<file path="src/rtl/dds_pkg.sv">
// Package: shared defaults and encodings for the DDS phase core.
// Assumes: consumers take widths as parameters defaulting to these values.
package dds_pkg;
    localparam int ACC_W_DEF       = 32;  // phase accumulator width
    localparam int OUT_W_DEF       = 12;  // offset / output phase width
    localparam int N_FREQ_DEF      = 2;   // number of tuning words
    localparam int N_PHASE_DEF     = 4;   // number of phase offsets
    localparam int SYNC_STAGES_DEF = 2;   // extra stages when resync is on

    typedef enum logic {
        WR_FREQ  = 1'b0,
        WR_PHASE = 1'b1
    } wr_kind_e;
endpackage

</file>
<file path="src/rtl/dds_ctrl.sv">
// Module: dds_ctrl
// Holds the mode bits (resync, select source), chooses the select source,
// samples the selects, and delays the accumulator reset and sleep so they
// line up with the lookup stage.
// Assumes: CTRL_DLY >= 2; clear has priority over a mode write.
module dds_ctrl #(
    parameter int FSEL_W   = 1,
    parameter int PSEL_W   = 2,
    parameter int CTRL_DLY = 2
) (
    input  logic              clk,
    input  logic              rst_n,
    input  logic              clr_i,
    input  logic              mode_wr_i,
    input  logic              mode_sync_i,
    input  logic              mode_src_i,
    input  logic [FSEL_W-1:0] pin_fsel_i,
    input  logic [PSEL_W-1:0] pin_psel_i,
    input  logic [FSEL_W-1:0] bit_fsel_i,
    input  logic [PSEL_W-1:0] bit_psel_i,
    input  logic              acc_reset_i,
    input  logic              sleep_i,
    output logic              mode_sync_o,
    output logic              mode_src_o,
    output logic [FSEL_W-1:0] fsel_o,
    output logic [PSEL_W-1:0] psel_o,
    output logic              acc_clr_o,
    output logic              acc_hold_o
);
    logic              sync_q;
    logic              src_q;
    logic [FSEL_W-1:0] fsel_mux;
    logic [PSEL_W-1:0] psel_mux;
    logic [FSEL_W-1:0] fsel_q;
    logic [PSEL_W-1:0] psel_q;
    logic [CTRL_DLY-1:0] rst_pipe;
    logic [CTRL_DLY-1:0] slp_pipe;

    // Mode register: clear wins over a write.
    always_ff @(posedge clk) begin
        if (!rst_n || clr_i) begin
            sync_q <= 1'b0;
            src_q  <= 1'b0;
        end else if (mode_wr_i) begin
            sync_q <= mode_sync_i;
            src_q  <= mode_src_i;
        end
    end

    // Select source: bits when the source mode is set, else pins.
    always_comb begin
        fsel_mux = src_q ? bit_fsel_i : pin_fsel_i;
        psel_mux = src_q ? bit_psel_i : pin_psel_i;
    end

    // First pipeline stage: sample the chosen selects.
    always_ff @(posedge clk) begin
        if (!rst_n) begin
            fsel_q <= '0;
            psel_q <= '0;
        end else begin
            fsel_q <= fsel_mux;
            psel_q <= psel_mux;
        end
    end

    // Delay lines that align reset and sleep with the looked-up words.
    always_ff @(posedge clk) begin
        if (!rst_n) begin
            rst_pipe <= '0;
            slp_pipe <= '0;
        end else begin
            rst_pipe <= {rst_pipe[CTRL_DLY-2:0], acc_reset_i};
            slp_pipe <= {slp_pipe[CTRL_DLY-2:0], sleep_i};
        end
    end

    assign mode_sync_o = sync_q;
    assign mode_src_o  = src_q;
    assign fsel_o      = fsel_q;
    assign psel_o      = psel_q;
    assign acc_clr_o   = rst_pipe[CTRL_DLY-1];
    assign acc_hold_o  = slp_pipe[CTRL_DLY-1];
endmodule

</file>
<file path="src/rtl/dds_regfile.sv">
// Module: dds_regfile
// Stores the tuning words and phase offsets, and looks up the selected pair
// into registers (one pipeline stage).
// Assumes: writes to indices beyond the word count are dropped.
module dds_regfile #(
    parameter int ACC_W   = 32,
    parameter int OUT_W   = 12,
    parameter int N_FREQ  = 2,
    parameter int N_PHASE = 4,
    parameter int FSEL_W  = 1,
    parameter int PSEL_W  = 2,
    parameter int ADDR_W  = 2
) (
    input  logic              clk,
    input  logic              rst_n,
    input  logic              wr_en_i,
    input  logic              wr_kind_i,
    input  logic [ADDR_W-1:0] wr_addr_i,
    input  logic [ACC_W-1:0]  wr_data_i,
    input  logic [FSEL_W-1:0] fsel_i,
    input  logic [PSEL_W-1:0] psel_i,
    output logic [ACC_W-1:0]  freq_o,
    output logic [OUT_W-1:0]  poff_o
);
    import dds_pkg::*;

    logic [N_FREQ-1:0][ACC_W-1:0]  freg;
    logic [N_PHASE-1:0][OUT_W-1:0] preg;

    // Write port: one word per cycle, kind picks the bank.
    always_ff @(posedge clk) begin
        if (!rst_n) begin
            freg <= '0;
            preg <= '0;
        end else if (wr_en_i) begin
            if (wr_kind_i == WR_FREQ) begin
                for (int i = 0; i < N_FREQ; i++) begin
                    if (wr_addr_i == ADDR_W'(i)) freg[i] <= wr_data_i;
                end
            end else begin
                for (int i = 0; i < N_PHASE; i++) begin
                    if (wr_addr_i == ADDR_W'(i)) preg[i] <= wr_data_i[OUT_W-1:0];
                end
            end
        end
    end

    // Registered lookup of the selected tuning word and offset.
    always_ff @(posedge clk) begin
        if (!rst_n) begin
            freq_o <= '0;
            poff_o <= '0;
        end else begin
            freq_o <= freg[fsel_i];
            poff_o <= preg[psel_i];
        end
    end

    AST_REG_KEEP: assert property (@(posedge clk) disable iff (!rst_n)
        !wr_en_i |=> ($stable(freg) && $stable(preg)));
endmodule

</file>
<file path="src/rtl/dds_resync.sv">
// Module: dds_resync
// Optional delay of STAGES registers on a word bus; when enabled the output
// comes from the end of the chain, otherwise the input passes straight on.
// Assumes: STAGES >= 1; the chain runs all the time so enabling is glitch-tolerant.
module dds_resync #(
    parameter int W      = 44,
    parameter int STAGES = 2
) (
    input  logic         clk,
    input  logic         rst_n,
    input  logic         en_i,
    input  logic [W-1:0] d_i,
    output logic [W-1:0] q_o
);
    logic [STAGES-1:0][W-1:0] chain;

    // Shift the word through the resync chain.
    always_ff @(posedge clk) begin
        if (!rst_n) begin
            chain <= '0;
        end else begin
            chain[0] <= d_i;
            for (int k = 1; k < STAGES; k++) chain[k] <= chain[k-1];
        end
    end

    assign q_o = en_i ? chain[STAGES-1] : d_i;
endmodule

</file>
<file path="src/rtl/dds_accum.sv">
// Module: dds_accum
// Phase accumulator, offset addition on the top bits, and output delay line.
// Assumes: clear has priority over hold; OUT_DLY >= 1; ACC_W >= OUT_W.
module dds_accum #(
    parameter int ACC_W   = 32,
    parameter int OUT_W   = 12,
    parameter int OUT_DLY = 2
) (
    input  logic             clk,
    input  logic             rst_n,
    input  logic             clr_i,
    input  logic             hold_i,
    input  logic [ACC_W-1:0] freq_i,
    input  logic [OUT_W-1:0] poff_i,
    output logic [OUT_W-1:0] phase_o
);
    logic [ACC_W-1:0]              acc;
    logic [OUT_W-1:0]              poff_d;
    logic [OUT_W-1:0]              sum_q;
    logic [OUT_DLY-1:0][OUT_W-1:0] dly;

    // Accumulate, hold during sleep, or zero on accumulator reset.
    always_ff @(posedge clk) begin
        if (!rst_n || clr_i) begin
            acc <= '0;
        end else if (!hold_i) begin
            acc <= acc + freq_i;
        end
    end

    // Offset alignment register and modulo sum on the top bits.
    always_ff @(posedge clk) begin
        if (!rst_n) begin
            poff_d <= '0;
            sum_q  <= '0;
        end else begin
            poff_d <= poff_i;
            sum_q  <= acc[ACC_W-1 -: OUT_W] + poff_d;
        end
    end

    // Output delay line that pads the path to its fixed latency.
    always_ff @(posedge clk) begin
        if (!rst_n) begin
            dly <= '0;
        end else begin
            dly[0] <= sum_q;
            for (int k = 1; k < OUT_DLY; k++) dly[k] <= dly[k-1];
        end
    end

    assign phase_o = dly[OUT_DLY-1];

    AST_ACC_ZERO: assert property (@(posedge clk) disable iff (!rst_n)
        clr_i |=> (acc == '0));
    AST_ACC_FROZEN: assert property (@(posedge clk) disable iff (!rst_n)
        (hold_i && !clr_i) |=> $stable(acc));
    AST_ACC_STEP: assert property (@(posedge clk) disable iff (!rst_n)
        (!hold_i && !clr_i) |=> (acc == $past(acc) + $past(freq_i)));
endmodule

</file>
<file path="src/rtl/dds_phase_core.sv">
// Module: dds_phase_core (top)
// DDS phase generator: control/select stage, word store with lookup,
// optional resync stages, accumulator and output pipeline.
// Assumes: latency without resync is six edges from sampling to output.
module dds_phase_core #(
    parameter int ACC_W       = dds_pkg::ACC_W_DEF,
    parameter int OUT_W       = dds_pkg::OUT_W_DEF,
    parameter int N_FREQ      = dds_pkg::N_FREQ_DEF,
    parameter int N_PHASE     = dds_pkg::N_PHASE_DEF,
    parameter int SYNC_STAGES = dds_pkg::SYNC_STAGES_DEF,
    localparam int FSEL_W     = (N_FREQ  > 1) ? $clog2(N_FREQ)  : 1,
    localparam int PSEL_W     = (N_PHASE > 1) ? $clog2(N_PHASE) : 1,
    localparam int ADDR_W     = (FSEL_W > PSEL_W) ? FSEL_W : PSEL_W
) (
    input  logic              clk,
    input  logic              rst_n,
    input  logic              wr_en_i,
    input  logic              wr_kind_i,
    input  logic [ADDR_W-1:0] wr_addr_i,
    input  logic [ACC_W-1:0]  wr_data_i,
    input  logic              mode_wr_i,
    input  logic              mode_sync_i,
    input  logic              mode_src_i,
    input  logic              clr_i,
    input  logic              acc_reset_i,
    input  logic              sleep_i,
    input  logic [FSEL_W-1:0] pin_fsel_i,
    input  logic [PSEL_W-1:0] pin_psel_i,
    input  logic [FSEL_W-1:0] bit_fsel_i,
    input  logic [PSEL_W-1:0] bit_psel_i,
    output logic [OUT_W-1:0]  phase_o
);
    localparam int CTRL_DLY = 2;
    localparam int OUT_DLY  = 2;
    localparam int WORD_W   = ACC_W + OUT_W;

    logic              mode_sync;
    logic              mode_src;
    logic [FSEL_W-1:0] fsel_s;
    logic [PSEL_W-1:0] psel_s;
    logic              acc_clr;
    logic              acc_hold;
    logic [ACC_W-1:0]  freq_lk;
    logic [OUT_W-1:0]  poff_lk;
    logic [WORD_W-1:0] word_rs;

    dds_ctrl #(
        .FSEL_W   (FSEL_W),
        .PSEL_W   (PSEL_W),
        .CTRL_DLY (CTRL_DLY)
    ) ctrl_i (
        .clk         (clk),
        .rst_n       (rst_n),
        .clr_i       (clr_i),
        .mode_wr_i   (mode_wr_i),
        .mode_sync_i (mode_sync_i),
        .mode_src_i  (mode_src_i),
        .pin_fsel_i  (pin_fsel_i),
        .pin_psel_i  (pin_psel_i),
        .bit_fsel_i  (bit_fsel_i),
        .bit_psel_i  (bit_psel_i),
        .acc_reset_i (acc_reset_i),
        .sleep_i     (sleep_i),
        .mode_sync_o (mode_sync),
        .mode_src_o  (mode_src),
        .fsel_o      (fsel_s),
        .psel_o      (psel_s),
        .acc_clr_o   (acc_clr),
        .acc_hold_o  (acc_hold)
    );

    dds_regfile #(
        .ACC_W   (ACC_W),
        .OUT_W   (OUT_W),
        .N_FREQ  (N_FREQ),
        .N_PHASE (N_PHASE),
        .FSEL_W  (FSEL_W),
        .PSEL_W  (PSEL_W),
        .ADDR_W  (ADDR_W)
    ) regs_i (
        .clk       (clk),
        .rst_n     (rst_n),
        .wr_en_i   (wr_en_i),
        .wr_kind_i (wr_kind_i),
        .wr_addr_i (wr_addr_i),
        .wr_data_i (wr_data_i),
        .fsel_i    (fsel_s),
        .psel_i    (psel_s),
        .freq_o    (freq_lk),
        .poff_o    (poff_lk)
    );

    dds_resync #(
        .W      (WORD_W),
        .STAGES (SYNC_STAGES)
    ) resync_i (
        .clk   (clk),
        .rst_n (rst_n),
        .en_i  (mode_sync),
        .d_i   ({poff_lk, freq_lk}),
        .q_o   (word_rs)
    );

    dds_accum #(
        .ACC_W   (ACC_W),
        .OUT_W   (OUT_W),
        .OUT_DLY (OUT_DLY)
    ) accum_i (
        .clk     (clk),
        .rst_n   (rst_n),
        .clr_i   (acc_clr),
        .hold_i  (acc_hold),
        .freq_i  (word_rs[ACC_W-1:0]),
        .poff_i  (word_rs[WORD_W-1:ACC_W]),
        .phase_o (phase_o)
    );

    AST_CLR_MODE: assert property (@(posedge clk) disable iff (!rst_n)
        clr_i |=> (!mode_sync && !mode_src));
    AST_MODE_LOAD: assert property (@(posedge clk) disable iff (!rst_n)
        (mode_wr_i && !clr_i) |=> (mode_sync == $past(mode_sync_i) && mode_src == $past(mode_src_i)));
endmodule

</file>
<file path="config.mk">
export PLATFORM = sky130hd
export DESIGN_NAME = dds_phase_core
export DESIGN_NICKNAME = d
export VERILOG_FILES = /design/src/rtl/dds_pkg.sv /design/src/rtl/dds_ctrl.sv /design/src/rtl/dds_regfile.sv /design/src/rtl/dds_resync.sv /design/src/rtl/dds_accum.sv /design/src/rtl/dds_phase_core.sv
export SDC_FILE = /design/constraint.sdc
export NUM_CORES = 1
export LEC_CHECK = 0
export ABC_AREA = 1
export BUFFER_PORTS_ARGS = -buffer_cell sky130_fd_sc_hd__buf_4
export CORE_UTILIZATION = 64
export CTS_BUF_LIST = sky130_fd_sc_hd__clkbuf_8
export DETAILED_ROUTE_END_ITERATION = 8
export MAX_ROUTING_LAYER = met4
export PLACE_DENSITY_LB_ADDON = 0.08
export SLEW_MARGIN = 20
export SYNTH_ARGS = -nofsm -noshare
export SYNTH_HDL_FRONTEND = slang
export SYNTH_HIERARCHICAL = 1
export SYNTH_SLANG_ARGS = --single-unit
</file>
<file path="constraint.sdc">
create_clock -name clk -period 2.5 [get_ports clk]
set_input_delay 0.5 -clock clk [delete_from_list [all_inputs] [get_ports clk]]
set_output_delay 0.5 -clock clk [all_outputs]
set_load 0.02 [all_outputs]
</file>
## Word level (Yosys, flattened, before mapping)

Index checks and enable logic that the tools add are counted.

| storage, ports and cells | value |
|---|---|
| bits in registers | 333 |
| latch bits | 0 |
| RAM bits | 0 |
| memory bits (read-only) | 0 |
| output and inout port bits | 12 |
| word-level logic and storage cells | 46 |
| memories | 0 |

| operators by class | value |
|---|---|
| add/sub/neg operators | 2 |
| $mul | 0 |
| div/mod/pow operators | 0 |
| order comparisons | 2 |
| equal/unequal tests | 3 |
| shift operators | 0 |
| muxes and demuxes | 7 |
| bitwise operators | 1 |
| reductions and logical operators | 10 |

Operators by type and width:

| cell | count |
|---|---|
| 32-bit 2-to-1 mux | 2 |
| 44-bit 2-to-1 mux | 1 |
| 32-bit adder | 1 |
| 12-bit binary-select mux with 2-bit select | 1 |
| 3-bit AND reduction | 6 |
| 12-bit adder | 1 |
| 12-bit 2-to-1 mux | 1 |
| 2-bit == test, second input constant | 2 |
| 2-bit by 3-bit < comparator with 1-bit output, second input constant | 1 |
| 2-bit by 1-bit == test with 1-bit output, second input constant | 1 |
| 2-bit zero test | 1 |
| 1-bit logical OR | 2 |
| 1-bit by 2-bit < comparator with 1-bit output, second input constant | 1 |
| 2-bit 2-to-1 mux | 1 |
| 1-bit zero test | 1 |
| 1-bit 2-to-1 mux | 1 |
| 1-bit NOT | 1 |

## Depth between registers and ports, before layout

| depth | value |
|---|---|
| depth after elaboration | 2 |
| mapped depth | 18 |
| depth with buffers taken out | 17 |

## Modules after synthesis

The synthesis kept the hierarchy.

Modules (own cells, without submodules):

| module | instances | cells an instance | area each (µm²) | seq. area each (µm²) |
|---|---|---|---|---|
| dds_regfile | 1 | 947 | 6416.2 | 3123.0 |
| dds_accum | 1 | 890 | 5431.5 | 1601.5 |
| dds_resync | 1 | 416 | 3084.2 | 1761.7 |
| dds_ctrl | 1 | 36 | 287.8 | 180.2 |

## Worst setup path before layout

Ideal clock, no wire load.

| timing path | value |
|---|---|
| path type | flip-flop to flip-flop |
| start | reg ctrl_i.sync_q, in the netlist ctrl_i/mode_sync_o |
| end | reg accum_i.acc[14] |
| setup time | 0.115 ns |
| data arrival time | 2.000 ns |
| required time | 2.385 ns |
| path slack | 0.385 ns |
| stages on the path, launching flop included | 16 |
| path buffers | 1 |
| clock period less this slack | 2.115 ns |
| path through | dfxtp_1 buf_4 inv_6 nand2_1 nand2_1 ha_1 fa_1 nand3_1 nand3_2 nand2_1 nand2_1 nand2_1 nand2_2 xor2_1 o21ai_0 inv_1 |

| on the way | value |
|---|---|
| cells in the longest elaborated chain, start to end | 2 |

Ends and longest elaborated chain:

| element | RTL line | text |
|---|---|---|
| from (decl) | dds_ctrl.sv:30 | `logic sync_q;` |
| from (signal assigned) | dds_ctrl.sv:45 | `sync_q <= mode_sync_i;` |
| 44-bit 2-to-1 mux | dds_resync.sv:27 | `assign q_o = en_i ? chain[STAGES-1] : d_i;` |
| via word_rs[0] | dds_phase_core.sv:45 | `logic [WORD_W-1:0] word_rs;` |
| 32-bit adder | dds_accum.sv:27 | `acc <= acc + freq_i;` |
| to (signal assigned) | dds_accum.sv:27 |  |
| to (decl) | dds_accum.sv:17 | `logic [ACC_W-1:0] acc;` |

The timed path passes the listed nets, and every way through them passes these cells.
A chain may end at the register's enable or synchronous reset.

## Worst setup path in the final report

| timing path | value |
|---|---|
| start | reg ctrl_i.sync_q, in the netlist ctrl_i/mode_sync_o |
| end | reg accum_i.acc[20] |

Same word-level chain as after synthesis.

==> flow_summary.yaml <==
timing:
  tightest_slew_ns: 1.027
  setup_violations: 0
  whs_ns: 0.08440
  period_share_pct: 91.53
  tns_ns: 0
  max_freq_ghz: 0.4370
  maxSlewViolCount: 0
  fin_crit_ns: 2.288
  finalClockSkew_ns: 0.02743
  rsz0062_at_grt: "false"
  hold_viol: 0
  setup_ws_ns: 0.2117
  max_slew_margin_pct: 31.09
hold_path:
  min_delay_path_depth: 3
  hold_path_end: "ctrl_i/rst_pipe[0]"
  min_from: "acc_reset_i"
  hold_path.class: "primary input to flip-flop"
layout:
  antennaDiodeCount: 0
  fillCellCount: 2072
  final_cells: 2691
  final_nets: 2431
  syn2layout_area_growth_pct: 10.95
  design_area_mm2: 0.01689
  drive_above_1_share_pct: 8.600
yosys:
  synthArstFlopShare_pct: 0
  syn_area_mm2: 0.01522
  synth_edf_count: 0
  synth.distinct_cells: 35
  synthCells: 2289
  ys_seq_elements: 333
  syn_area_per_cell_um2: 6.649
  ys_seq_area_share_pct: 43.80
  synthesis.nets: 2383
  synth-main-ff-cell: "dfxtp_1"
  synth_warnings: 6
floorplan:
  initial_core_util_pct: 65.03
  dieArea_mm2: 0.02440
  die_w_um: 156.2
  die_h_um: 156.2
  core_mm2: 0.02340
  ios: 62
  fp-row-count: 56
clock_network:
  ctsHoldBuffers: 0
  cts.sinks: 333
  root_buffer: "clkbuf_8"
  cts_buffers: 52
  tritoncts: "built"
  htreeDepth: 2
  clk_path_buf_depth: 3
  cts_resized: 0
  insertion_delay_ns: 0.60
  postCtsSetupRepairBufs: 0
  clkTransAtPathRegs_ns: 0.06
grt:
  first_global_vias: 11590
  grt_max_degree: 155
  grt_usage_pct: 29.44
  grt_pass1_wl_um: 55770
  grt_antenna_before_repair: 0
  gr-total-overflow: 0
power:
  peakVddDrop_v: 0.0004720
  p_leak_nw: 9.534
  powerDensity_mw_per_mm2: 680.7
placed_design:
  post-place-cells: 2602
  place_congestion: 0.9544
  hpwl_um: 23430
  place_area_mm2: 0.01582
  numPortBuffers: 61
  dp_slack_ns: 0.1701
routing:
  routed_wl_um: 34440
  vias: 13040
  drc: 0
  ant_nets: 0
  firstDrtPassIters: 6
  wl_per_cell_um: 12.80
  drt_iter0_drc: 773
  viasPerCell: 4.846
worst_setup_path:
  r2r_start: "ctrl_i/mode_sync_o"
  cp.required_ns: 2.99
  r2r_slack_ns: 0.21
  worstPathArrival_ns: 2.78
  worst_r2r_path_depth: 15
  cp_max_fo: 27
  end_kind: "flip-flop"
  start_kind: "flip-flop"
  reg2reg_to: "accum_i/acc[20]"
  crit_type: "flip-flop to flip-flop"
flow_run:
  cap_violations: 0
outcome:
  outcome: "finished, final reports clean"
[cell type report]
class	instances	area [µm²]	area share, %
flip-flops and latches	333	6668	39.49
well taps	319	399.1	2.364
repair buffers	102	809.5	4.794
clock buffers	66	908.4	5.379
clock inverters	23	157.7	0.9336
multi-input cells	1475	6539	38.72
inverters	373	1405	8.321
[synth_stat cells, types with 2 or more instances]
| library cell | number | share of area [%] |
|---|---|---|
| nand2_1 | 717 | 18 |
| inv_1 | 370 | 9.1 |
| nor2_1 | 355 | 8.8 |
| dfxtp_1 | 333 | 44 |
| nand3_1 | 139 | 4.6 |
| a21oi_1 | 101 | 3.3 |
| o21ai_0 | 62 | 2.0 |
| ha_1 | 42 | 3.5 |
| buf_2 | 31 | 1.0 |
| clkbuf_1 | 31 | 0.76 |
| buf_4 | 28 | 1.4 |
| xor2_1 | 14 | 0.81 |
| buf_1 | 10 | 0.25 |
| nand2_2 | 9 | 0.37 |
| buf_6 | 8 | 0.59 |
| nor2_2 | 6 | 0.25 |
| and2_1 | 3 | 0.12 |
| nand3_2 | 3 | 0.20 |
| nor2_4 | 3 | 0.22 |
| xnor2_1 | 3 | 0.17 |
| fa_1 | 2 | 0.26 |
| inv_2 | 2 | 0.049 |
| nor3_1 | 2 | 0.066 |
| o2111ai_1 | 2 | 0.12 |
| o211ai_1 | 2 | 0.099 |
| o21ai_1 | 2 | 0.066 |
[layout by cell type, fill, tap and decap left out, types with 3 or more instances in the layout]
master | synthesis | layout
nor2_4 | 3 | 3
a21oi_1 | 101 | 101
o21ai_0 | 62 | 62
ha_1 | 42 | 42
nand2_1 | 717 | 717
dfxtp_1 | 333 | 332
nand3_2 | 3 | 3
clkinv_2 | 0 | 4
nand3_1 | 139 | 139
xnor2_1 | 3 | 3
clkbuf_8 | 0 | 67
buf_12 | 0 | 3
nor2_1 | 355 | 355
nor2_2 | 6 | 6
xor2_1 | 14 | 14
and2_1 | 3 | 3
buf_4 | 28 | 98
nand2_2 | 9 | 9
inv_1 | 370 | 383
[routing by layer]
layer / track usage, % / vias up / routed length, µm
met2: 46.88 / 368 / 15570
li1: - / 6920 / -
met4: 8.357 / 0 / 682
met5: - / - / 0
met1: 39.19 / 5696 / 16240
met3: 3.905 / 57 / 1944
[power breakdown]
part | internal, mW | switching [mW] | total [mW]
Combinational | 0.443 | 0.776 | 1.22
Clock | 2.49 | 2.12 | 4.61
Sequential | 5.54 | 0.128 | 5.67
Total | 8.47 | 3.02 | 11.5
[worst max-delay path, stage by stage, from the launching register on]
cell and delay (ns):
dfxtp_2 0.39, inv_6 0.10, nand2_1 0.09, nand2_1 0.06
ha_1 0.22, fa_1 0.40, nand3_1 0.12, nand3_2 0.11
nand3_1 0.09, nand3b_1 0.19, nand2_1 0.15, nand2_1 0.06
nand2_1 0.06, nand3_1 0.06, nand2_1 0.07, inv_1 0.03
[state kept, by name, indices dropped and copies added, names as in the netlist]
signal and cells:
accum_i/acc 32, accum_i/dly 12, accum_i/phase_o 12, accum_i/poff_d 12
accum_i/sum_q 12, ctrl_i/fsel_o 1, ctrl_i/mode_src_o 1, ctrl_i/mode_sync_o 1
ctrl_i/psel_o 2, ctrl_i/rst_pipe 2, ctrl_i/slp_pipe 2, regs_i/freg 64
regs_i/freq_o 32, regs_i/poff_o 12, regs_i/preg 48, resync_i/chain 88
[worst max-delay path by stage]
stage                             startpoint               to  slack (ns)  cells past startpoint
after floorplan           ctrl_i/mode_sync_o  accum_i/acc[14]        0.38                     15
after global placement    ctrl_i/mode_sync_o  accum_i/acc[26]        0.20                     17
after detailed placement  ctrl_i/mode_sync_o  accum_i/acc[19]        0.17                     17
after CTS                 ctrl_i/mode_sync_o  accum_i/acc[20]        0.15                     15
after global routing      ctrl_i/mode_sync_o  accum_i/acc[20]        0.01                     15
final                     ctrl_i/mode_sync_o  accum_i/acc[20]        0.21                     15
[metrics by stage]
| stage | power [mW] | util [%] |
|---|---|---|
| 6_report | 11.50 | 72.16 |
| 3_5_place_dp | 6.985 | 67.60 |
| 5_1_grt | 12.00 | 72.16 |
| 4_1_cts | 11.57 | 72.15 |
| 3_3_place_gp | 6.949 | 67.60 |
| 2_1_floorplan | 6.617 | - |
[cell families after synthesis]
kind of cell,after synthesis,share of synthesized area [%]
adder cells (fa/ha/maj),44,3.716
buffers and inverters,481,13.24
AND/OR/NAND/NOR,1241,32.43
AO/OA/AOI/OAI,173,5.837
XOR/XNOR,17,0.9783
flip-flops,333,43.80
(Power assumes the default switching activity.)
